File: src/rtl/smii_rx_pkg.sv
package smii_rx_pkg;

   typedef struct packed {
      logic false_carrier;
      logic upper_valid;
      logic jabber;
      logic link_up;
      logic full_duplex;
      logic speed_100;
   } smii_link_t;

   // Status byte, bit 0 first on the wire after the two flag bits.
   function automatic logic [7:0] status_byte(input smii_link_t lk, input logic prev_err);
      logic [7:0] s;
      s[0] = prev_err;
      s[1] = lk.speed_100;
      s[2] = lk.full_duplex;
      s[3] = lk.link_up;
      s[4] = lk.jabber;
      s[5] = lk.upper_valid;
      s[6] = lk.false_carrier;
      s[7] = 1'b1;
      return s;
   endfunction

endpackage

File: src/rtl/smii_seg_timer.sv
module smii_seg_timer #(
   parameter int SEG_LEN    = 10,
   parameter int REPEAT_10M = 10,
   localparam int CW = $clog2(SEG_LEN + 1),
   localparam int RW = (REPEAT_10M > 1) ? $clog2(REPEAT_10M) : 1
) (
   input  logic          clk,
   input  logic          rst_n,
   input  logic          sync,
   input  logic          speed_100,
   output logic [CW-1:0] bit_idx,
   output logic          take_new,
   output logic          sample_q
);

   logic [RW-1:0] rep_cnt;

   assign take_new = sync && (speed_100 || (rep_cnt == '0));

   always_ff @(posedge clk or negedge rst_n) begin
      if (!rst_n) begin
         bit_idx <= CW'(SEG_LEN);
      end else if (sync) begin
         bit_idx <= CW'(1);
      end else if (bit_idx < CW'(SEG_LEN)) begin
         bit_idx <= bit_idx + CW'(1);
      end
   end

   always_ff @(posedge clk or negedge rst_n) begin
      if (!rst_n) begin
         rep_cnt <= '0;
      end else if (speed_100) begin
         rep_cnt <= '0;
      end else if (sync) begin
         if (rep_cnt == RW'(REPEAT_10M - 1)) rep_cnt <= '0;
         else                                rep_cnt <= rep_cnt + RW'(1);
      end
   end

   always_ff @(posedge clk or negedge rst_n) begin
      if (!rst_n) sample_q <= 1'b0;
      else        sample_q <= take_new;
   end

endmodule

File: src/rtl/smii_err_track.sv
module smii_err_track (
   input  logic clk,
   input  logic rst_n,
   input  logic dv,
   input  logic er,
   output logic prev_err_nxt,
   output logic prev_err_q
);

   logic dv_q;
   logic err_acc;
   logic frame_end;
   logic frame_start;

   assign frame_end   = dv_q && !dv;
   assign frame_start = !dv_q && dv;

   always_comb begin
      prev_err_nxt = prev_err_q;
      if (frame_end)        prev_err_nxt = err_acc;
      else if (frame_start) prev_err_nxt = 1'b0;
   end

   always_ff @(posedge clk or negedge rst_n) begin
      if (!rst_n) begin
         dv_q       <= 1'b0;
         err_acc    <= 1'b0;
         prev_err_q <= 1'b0;
      end else begin
         dv_q       <= dv;
         prev_err_q <= prev_err_nxt;
         if (frame_end)      err_acc <= 1'b0;
         else if (dv && er)  err_acc <= 1'b1;
      end
   end

endmodule

File: src/rtl/smii_seg_builder.sv
module smii_seg_builder
   import smii_rx_pkg::*;
#(
   parameter int DATA_W = 8,
   localparam int SEG_LEN = DATA_W + 2
) (
   input  logic               clk,
   input  logic               rst_n,
   input  logic               take_new,
   input  logic               crs,
   input  logic               dv,
   input  logic [DATA_W-1:0]  data,
   input  smii_link_t         link,
   input  logic               prev_err,
   output logic [SEG_LEN-1:0] seg_word,
   output logic [SEG_LEN-1:0] seg_q
);

   logic [SEG_LEN-1:0] fresh;
   logic [DATA_W-1:0]  payload;

   always_comb begin
      payload = dv ? data : DATA_W'(status_byte(link, prev_err));
      fresh   = {payload, dv, crs};
   end

   assign seg_word = take_new ? fresh : seg_q;

   always_ff @(posedge clk or negedge rst_n) begin
      if (!rst_n)        seg_q <= '0;
      else if (take_new) seg_q <= fresh;
   end

endmodule

File: src/rtl/smii_bit_out.sv
module smii_bit_out #(
   parameter int SEG_LEN   = 10,
   parameter bit USE_SHIFT = 1'b1,
   localparam int CW = $clog2(SEG_LEN + 1)
) (
   input  logic               clk,
   input  logic               rst_n,
   input  logic               sync,
   input  logic [SEG_LEN-1:0] seg_word,
   input  logic [CW-1:0]      bit_idx,
   output logic               rxd
);

   generate
      if (USE_SHIFT) begin : g_shift
         logic [SEG_LEN-2:0] rest;
         always_ff @(posedge clk or negedge rst_n) begin
            if (!rst_n) begin
               rxd  <= 1'b0;
               rest <= '0;
            end else if (sync) begin
               rxd  <= seg_word[0];
               rest <= seg_word[SEG_LEN-1:1];
            end else if (bit_idx < CW'(SEG_LEN)) begin
               rxd  <= rest[0];
               rest <= {1'b0, rest[SEG_LEN-2:1]};
            end else begin
               rxd  <= 1'b0;
            end
         end
      end else begin : g_mux
         logic [SEG_LEN-1:0] hold;
         always_ff @(posedge clk or negedge rst_n) begin
            if (!rst_n) begin
               rxd  <= 1'b0;
               hold <= '0;
            end else if (sync) begin
               rxd  <= seg_word[0];
               hold <= seg_word;
            end else if (bit_idx < CW'(SEG_LEN)) begin
               rxd  <= hold[bit_idx];
            end else begin
               rxd  <= 1'b0;
            end
         end
      end
   endgenerate

endmodule

File: src/rtl/smii_rx_serializer.sv
module smii_rx_serializer
   import smii_rx_pkg::*;
#(
   parameter int DATA_W     = 8,
   parameter int REPEAT_10M = 10,
   parameter bit USE_SHIFT  = 1'b1
) (
   input  logic              clk,
   input  logic              rst_n,
   input  logic              sync_i,
   input  logic              rx_crs_i,
   input  logic              rx_dv_i,
   input  logic              rx_er_i,
   input  logic [DATA_W-1:0] rx_data_i,
   input  logic              speed_100_i,
   input  logic              full_duplex_i,
   input  logic              link_up_i,
   input  logic              jabber_i,
   input  logic              upper_valid_i,
   input  logic              false_carrier_i,
   output logic              rxd_o,
   output logic              sample_o
);

   localparam int SEG_LEN = DATA_W + 2;
   localparam int CW      = $clog2(SEG_LEN + 1);

   if (DATA_W != 8) begin : g_bad_width
      $error("smii_rx_serializer: DATA_W must be 8");
   end
   if (REPEAT_10M < 2) begin : g_bad_repeat
      $error("smii_rx_serializer: REPEAT_10M must be at least 2");
   end

   smii_link_t         link;
   logic [CW-1:0]      bit_idx;
   logic               take_new;
   logic               prev_err_nxt;
   logic               prev_err_q;
   logic [SEG_LEN-1:0] seg_word;
   logic [SEG_LEN-1:0] seg_q;

   always_comb begin
      link.false_carrier = false_carrier_i;
      link.upper_valid   = upper_valid_i;
      link.jabber        = jabber_i;
      link.link_up       = link_up_i;
      link.full_duplex   = full_duplex_i;
      link.speed_100     = speed_100_i;
   end

   smii_seg_timer #(.SEG_LEN(SEG_LEN), .REPEAT_10M(REPEAT_10M)) i_timer (
      .clk       (clk),
      .rst_n     (rst_n),
      .sync      (sync_i),
      .speed_100 (speed_100_i),
      .bit_idx   (bit_idx),
      .take_new  (take_new),
      .sample_q  (sample_o)
   );

   smii_err_track i_err (
      .clk          (clk),
      .rst_n        (rst_n),
      .dv           (rx_dv_i),
      .er           (rx_er_i),
      .prev_err_nxt (prev_err_nxt),
      .prev_err_q   (prev_err_q)
   );

   smii_seg_builder #(.DATA_W(DATA_W)) i_build (
      .clk      (clk),
      .rst_n    (rst_n),
      .take_new (take_new),
      .crs      (rx_crs_i),
      .dv       (rx_dv_i),
      .data     (rx_data_i),
      .link     (link),
      .prev_err (prev_err_nxt),
      .seg_word (seg_word),
      .seg_q    (seg_q)
   );

   smii_bit_out #(.SEG_LEN(SEG_LEN), .USE_SHIFT(USE_SHIFT)) i_out (
      .clk      (clk),
      .rst_n    (rst_n),
      .sync     (sync_i),
      .seg_word (seg_word),
      .bit_idx  (bit_idx),
      .rxd      (rxd_o)
   );

endmodule

File: config.mk
export PLATFORM = sky130hd
export DESIGN_NAME = smii_rx_serializer
export DESIGN_NICKNAME = d
export VERILOG_FILES = /design/src/rtl/smii_rx_pkg.sv /design/src/rtl/smii_seg_timer.sv /design/src/rtl/smii_err_track.sv /design/src/rtl/smii_seg_builder.sv /design/src/rtl/smii_bit_out.sv /design/src/rtl/smii_rx_serializer.sv
export SDC_FILE = /design/constraint.sdc
export NUM_CORES = 1
export LEC_CHECK = 0
export BUFFER_PORTS_ARGS = -buffer_cell sky130_fd_sc_hd__buf_4
export CAP_MARGIN = 20
export CORE_ASPECT_RATIO = 0.8
export CORE_MARGIN = 4
export CORE_UTILIZATION = 40
export DETAILED_ROUTE_END_ITERATION = 8
export SLEW_MARGIN = 0
export SYNTH_ARGS = -nofsm -noshare
export SYNTH_HDL_FRONTEND = slang
export SYNTH_HIERARCHICAL = 1
export SYNTH_SLANG_ARGS = --single-unit
File: constraint.sdc
create_clock -name clk -period 1.7 [get_ports clk]
set_input_delay 0.17 -clock clk [delete_from_list [all_inputs] [get_ports clk]]
set_output_delay 0.17 -clock clk [all_outputs]
set_load 0.005 [all_outputs]
* Yosys cells after proc, flatten, opt, wreduce, memory -nomap -nowiden
Index checks and enable logic that the tools add are counted. Widths: inputs -> output; s select.
Word-level totals: flip-flop bits (word level) 32, latch bits 0, memory bits (writable) 0, memory bits (read-only) 0, bits of input ports 20, output and inout port bits 2, memories 0
Cells by class: add/sub/neg operators 2, $mul 0, divide/modulo/power cells 0, order comparisons 1, eq/ne operators 1, shifts and indexed selects 0, mux-type cells 15, bitwise logic cells 0, reductions and logical operators 11
Operators with widths (number):
- $mux 4 | 5
- $mux 9 | 2
- $mux 10 | 1
- $add 4x1->4 const B | 2
- $mux 8 | 1
- $mux 1 | 6
- $reduce_bool 2->1 | 3
- $eq 4x4->1 const B | 1
- $logic_and 1x1->1 | 4
- $logic_not 4->1 | 1
- $lt 4x4->1 const B | 1
- $logic_not 1->1 | 2
- $logic_or 1x1->1 | 1

* Longest topological paths before layout
word-level depth 7, depth in mapped cells 8, mapped depth without buffers 6

* Cells and area by module
Netlist, hierarchy kept.
By module, submodules not included:
- smii_bit_out | instances 1, cells each 53, area an instance 473.0 sq um, seq. area each 250.2 sq um
- smii_seg_builder | instances 1, cells each 39, area an instance 451.7 sq um, seq. area each 250.2 sq um
- smii_seg_timer | instances 1, cells each 40, area an instance 421.7 sq um, seq. area each 227.7 sq um
- smii_err_track | instances 1, cells each 9, area an instance 108.9 sq um, seq. area each 75.1 sq um

* Worst setup path before layout
Ideal clock, no wire load.
path type flip-flop to flip-flop, start point reg i_timer.rep_cnt[0], end point reg i_out.rxd, setup time 0.123 ns, arrival time 1.347 ns, path slack 0.229 ns, stages on the path, launching flop included 7, clock period less this slack 1.471 ns, cells stage by stage dfrtp_1 nor4_1 o21a_1 buf_6 mux2_4 nand2_1 o21ai_1
On the way: longest elaborated chain between the ends 5
RTL lines:
- start: declaration | RTL line smii_seg_timer.sv:16 | logic [RW-1:0] rep_cnt;
- start signal: assignment | RTL line smii_seg_timer.sv:37 | else rep_cnt <= rep_cnt + RW'(1);
- $logic_not 4->1 | RTL line smii_seg_timer.sv:18 | assign take_new = sync && (speed_100 || (rep_cnt == '0));
- $logic_or 1x1->1 | RTL line smii_seg_timer.sv:18
- $logic_and 1x1->1 | RTL line smii_seg_timer.sv:18
- via take_new | RTL line smii_rx_serializer.sv:37 | logic take_new;
- $mux 10 | RTL line smii_seg_builder.sv:27 | assign seg_word = take_new ? fresh : seg_q;
- via seg_word[0] | RTL line smii_rx_serializer.sv:40 | logic [SEG_LEN-1:0] seg_word;
- $mux 1 | RTL line smii_bit_out.sv:21 | end else if (sync) begin
- end signal: assignment | RTL line smii_bit_out.sv:22 | rxd <= seg_word[0];
- end signal: assignment | RTL line smii_bit_out.sv:25 | rxd <= rest[0];
- end: declaration | RTL line smii_bit_out.sv:11 | output logic rxd
The timed path passes the listed nets, and every way through them passes these cells. A chain may end at the register's enable or synchronous reset.

* Worst setup path in the final report
start point reg i_timer.rep_cnt[3], end point reg i_out.g_shift.rest[8]
On the way: longest elaborated chain between the ends 5
RTL lines:
- $logic_not 4->1 | RTL line smii_seg_timer.sv:18
- $logic_or 1x1->1 | RTL line smii_seg_timer.sv:18
- $logic_and 1x1->1 | RTL line smii_seg_timer.sv:18
- via take_new | RTL line smii_rx_serializer.sv:37
- $mux 10 | RTL line smii_seg_builder.sv:27
- via seg_word[9] | RTL line smii_rx_serializer.sv:40
- $mux 9 | RTL line smii_bit_out.sv:21
- end signal: assignment | RTL line smii_bit_out.sv:23 | rest <= seg_word[SEG_LEN-1:1];
- end signal: assignment | RTL line smii_bit_out.sv:26 | rest <= {1'b0, rest[SEG_LEN-2:1]};
- end: declaration | RTL line smii_bit_out.sv:16 | logic [SEG_LEN-2:0] rest;
The timed path passes the listed nets, and every way through them passes these cells.

==> results.json <==
{
  "status": "finished clean",
  "drv_cap": 0,
  "critPathSlowestCell": "dfrtp_1",
  "holdPathStages": 2,
  "place_inst": 200,
  "row_count": 19,
  "drive_gt1_share_pct": 27.6,
  "synth_ff_type": "dfrtp_1",
  "dieArea_um2": 4670,
  "path_cells": "nor4_2 > o21a_1 > buf_6 > nand2_1 > o22a_1 > nand2_1 > o21ai_0",
  "critical_path.max_fanout": 5,
  "timing.hold.ws_ns": 0.0794,
  "cts_tree": "yes",
  "htree_num_levels": 2,
  "via_count": 1069,
  "synth_edf_count": 0,
  "r2r-end": "i_out/g_shift.rest[8]",
  "cp_data_required_time_ns": 1.85,
  "grt_usage_pct": 13.4,
  "cts_root_buffer": "clkbuf_8",
  "timing.slew.headroom_pct": 72.6,
  "crit_path_end": "i_out/g_shift.rest[8]",
  "synth-compound-area-share_pct": 15.8,
  "r2r-start": "i_timer/rep_cnt[3]",
  "ys_seq_elements": 32,
  "crit_top_cell": "nand2_1",
  "syn_nets": 162,
  "ant_nets": 0,
  "fin_crit_ns": 1.66,
  "powerDensity_nw_per_um2": 1020,
  "yosysWarnings": 6,
  "overflow": 0,
  "post-route-period-util_pct": 97.8,
  "synth_xor_area_share_pct": 1.81,
  "initial_utilization_pct": 41.9,
  "fp.coreArea_um2": 3470,
  "skew_ns": 0.00333,
  "worst_pin_slew_ns": 0.410,
  "grt_max_degree": 33,
  "fmax_mhz": 601,
  "syn_avg_cell_area_um2": 10.3,
  "drc": 0,
  "synth_top_family_by_area": "compound AO/OA/AOI/OAI gates",
  "reg2reg_slack_ns": 0.04,
  "crit_path_end_kind": "register",
  "synth_simple_gate_area_share_pct": 14.4,
  "viasPerCell": 5.04,
  "async_reset_ff_share_pct": 100,
  "cts_buffer_depth": 2,
  "synth_cell_type_count": 28,
  "netlist_area_um2": 1460,
  "cts_buffers": 5,
  "first_iter_violations": 74,
  "die_x_um": 75.4,
  "fp.dieH_um": 61.9,
  "antenna_cells": 0,
  "hpwl_mm": 2.01,
  "drt_wl_total_mm": 3.03,
  "ys_seq_area_share_pct": 55.2,
  "slew_viol_final": 0,
  "grt_pass1_wl_mm": 4.56,
  "final_common_cell": "dfrtp_1",
  "synthMuxAreaShare_pct": 6.53,
  "area_growth_pct": 22.0,
  "first_pass_iters": 4,
  "clk_latency_ns": 0.28,
  "worst-setup-path-type": "reg2reg",
  "dp_slack_ns": 0.0247,
  "clock-sinks": 32,
  "crit_path_start": "i_timer/rep_cnt[3]",
  "first_global_vias": 984,
  "ir_drop_uv": 538,
  "antenna_found_initial": 0,
  "setup_viol": 0,
  "fin_nets": 190,
  "hold_violations": 0,
  "min-delay-path-class": "in2reg",
  "fin_ws_ns": 0.0369,
  "worstSetupStartpointType": "register",
  "portBuffers": 21,
  "layoutNonFillerInstCount": 212,
  "final_cell_mix": "dfrtp_1, buf_4, a21oi_1",
  "io_pins": 22,
  "synth_adder_area_share_pct": 0.860,
  "slowest_delay_ns": 0.42,
  "reg2reg_depth": 7,
  "p_leak_nw": 0.812,
  "gp_congestion": 0.853,
  "arrival_ns": 1.81,
  "wl_per_cell_um": 14.3,
  "path_clk_slew_ns": 0.07,
  "synthCells": 141,
  "utilization_pct": 51.2
}
==> routing by layer <==
layer / vias up / wire length (µm) / GRT usage [%]
li1: 535 / - / -
met1: 503 / 1370 / 18.8
met2: 25 / 1450 / 19.7
met3: 6 / 180 / 3.86
met4: 0 / 34 / 5.24
met5: - / 0 / 0
==> flip-flops by register name (all words and copies together), names as in the netlist <==
signal and count:
i_err/prev_err_q 1, i_out/rxd 1, i_err/err_acc 1, i_build/seg_q 10, i_err/dv_q 1, i_timer/sample_q 1, i_out/g_shift.rest 9, i_timer/rep_cnt 4
i_timer/bit_idx 4
==> synth_stat cells (2+ instances only) <==
cell type,n,area share (%)
a21oi_1,27,9.3
nor2b_1,10,4.3
dfstp_2,2,3.6
o21ai_1,3,1.0
nand2_1,17,4.4
nor2_1,9,2.3
dfrtp_1,30,52
xnor2_1,2,1.2
o21a_1,2,1.0
o21ai_0,6,2.1
mux2i_1,8,5.5
inv_1,3,0.77
nand3_1,3,1.0
buf_6,5,3.9
==> report_power, final <==
part	switching, W	internal (W)	total (W)
combinational	0.000154	0.000140	0.000294
clock	0.000273	0.000323	0.000596
sequential	0.0000555	0.000864	0.000919
==> area by class of cell <==
type / instances / area (µm²)
timing repair buffer: 28 / 220
sequential: 32 / 805
inverter: 3 / 11.3
clock buffer: 6 / 82.6
tap: 42 / 52.6
clock inverter: 2 / 10.0
multi-input combinational: 99 / 594
fill: 324 / 1700
==> metrics by stage <==
step,total power (W),setup TNS [ns],area [µm²]
after floorplan,0.00110,0,1460
after global placement,0.00119,0,1620
after detailed placement,0.00120,0,1620
after CTS,0.00181,0,1720
after global routing,0.00192,-0.642,1780
final,0.00181,0,1780
==> how the worst min path moves through the flow <==
stage | slack [ns] | start | end
after floorplan | -0.13 | rst_n | i_build/seg_q[0]
after global placement | 0.13 | rst_n | i_err/dv_q
after detailed placement | 0.13 | rst_n | i_err/dv_q
after CTS | 0.07 | speed_100_i | i_timer/rep_cnt[1]
after global routing | 0.08 | speed_100_i | i_timer/rep_cnt[1]
final | 0.08 | speed_100_i | i_timer/rep_cnt[1]
==> what timing repair did <==
item | CTS | global route
hold buffers | 1 | 0
resized for setup | 0 | 8
endpoints found under the setup margin | 0 | 7
setup buffers | 0 | 3
hold endpoints to repair | 30 | 0
==> worst max-delay path: cells and delay by family (launching register included) <==
family                 cells  cell delay (ns)
AOI/OAI and AO/OA          3             0.53
and+or+nand+nor            3             0.45
DFF                        1             0.42
buffers and inverters      1             0.14
==> kinds of logic after synthesis <==
| family | count (synthesis) |
|---|---|
| flops | 32 |
| mux | 9 |
| compound gates | 42 |
| buf+inv | 10 |
| simple gates | 44 |
| fa+ha+maj | 1 |
| xor+xnor | 3 |
Note: power is estimated with default switching activity, not from simulation.
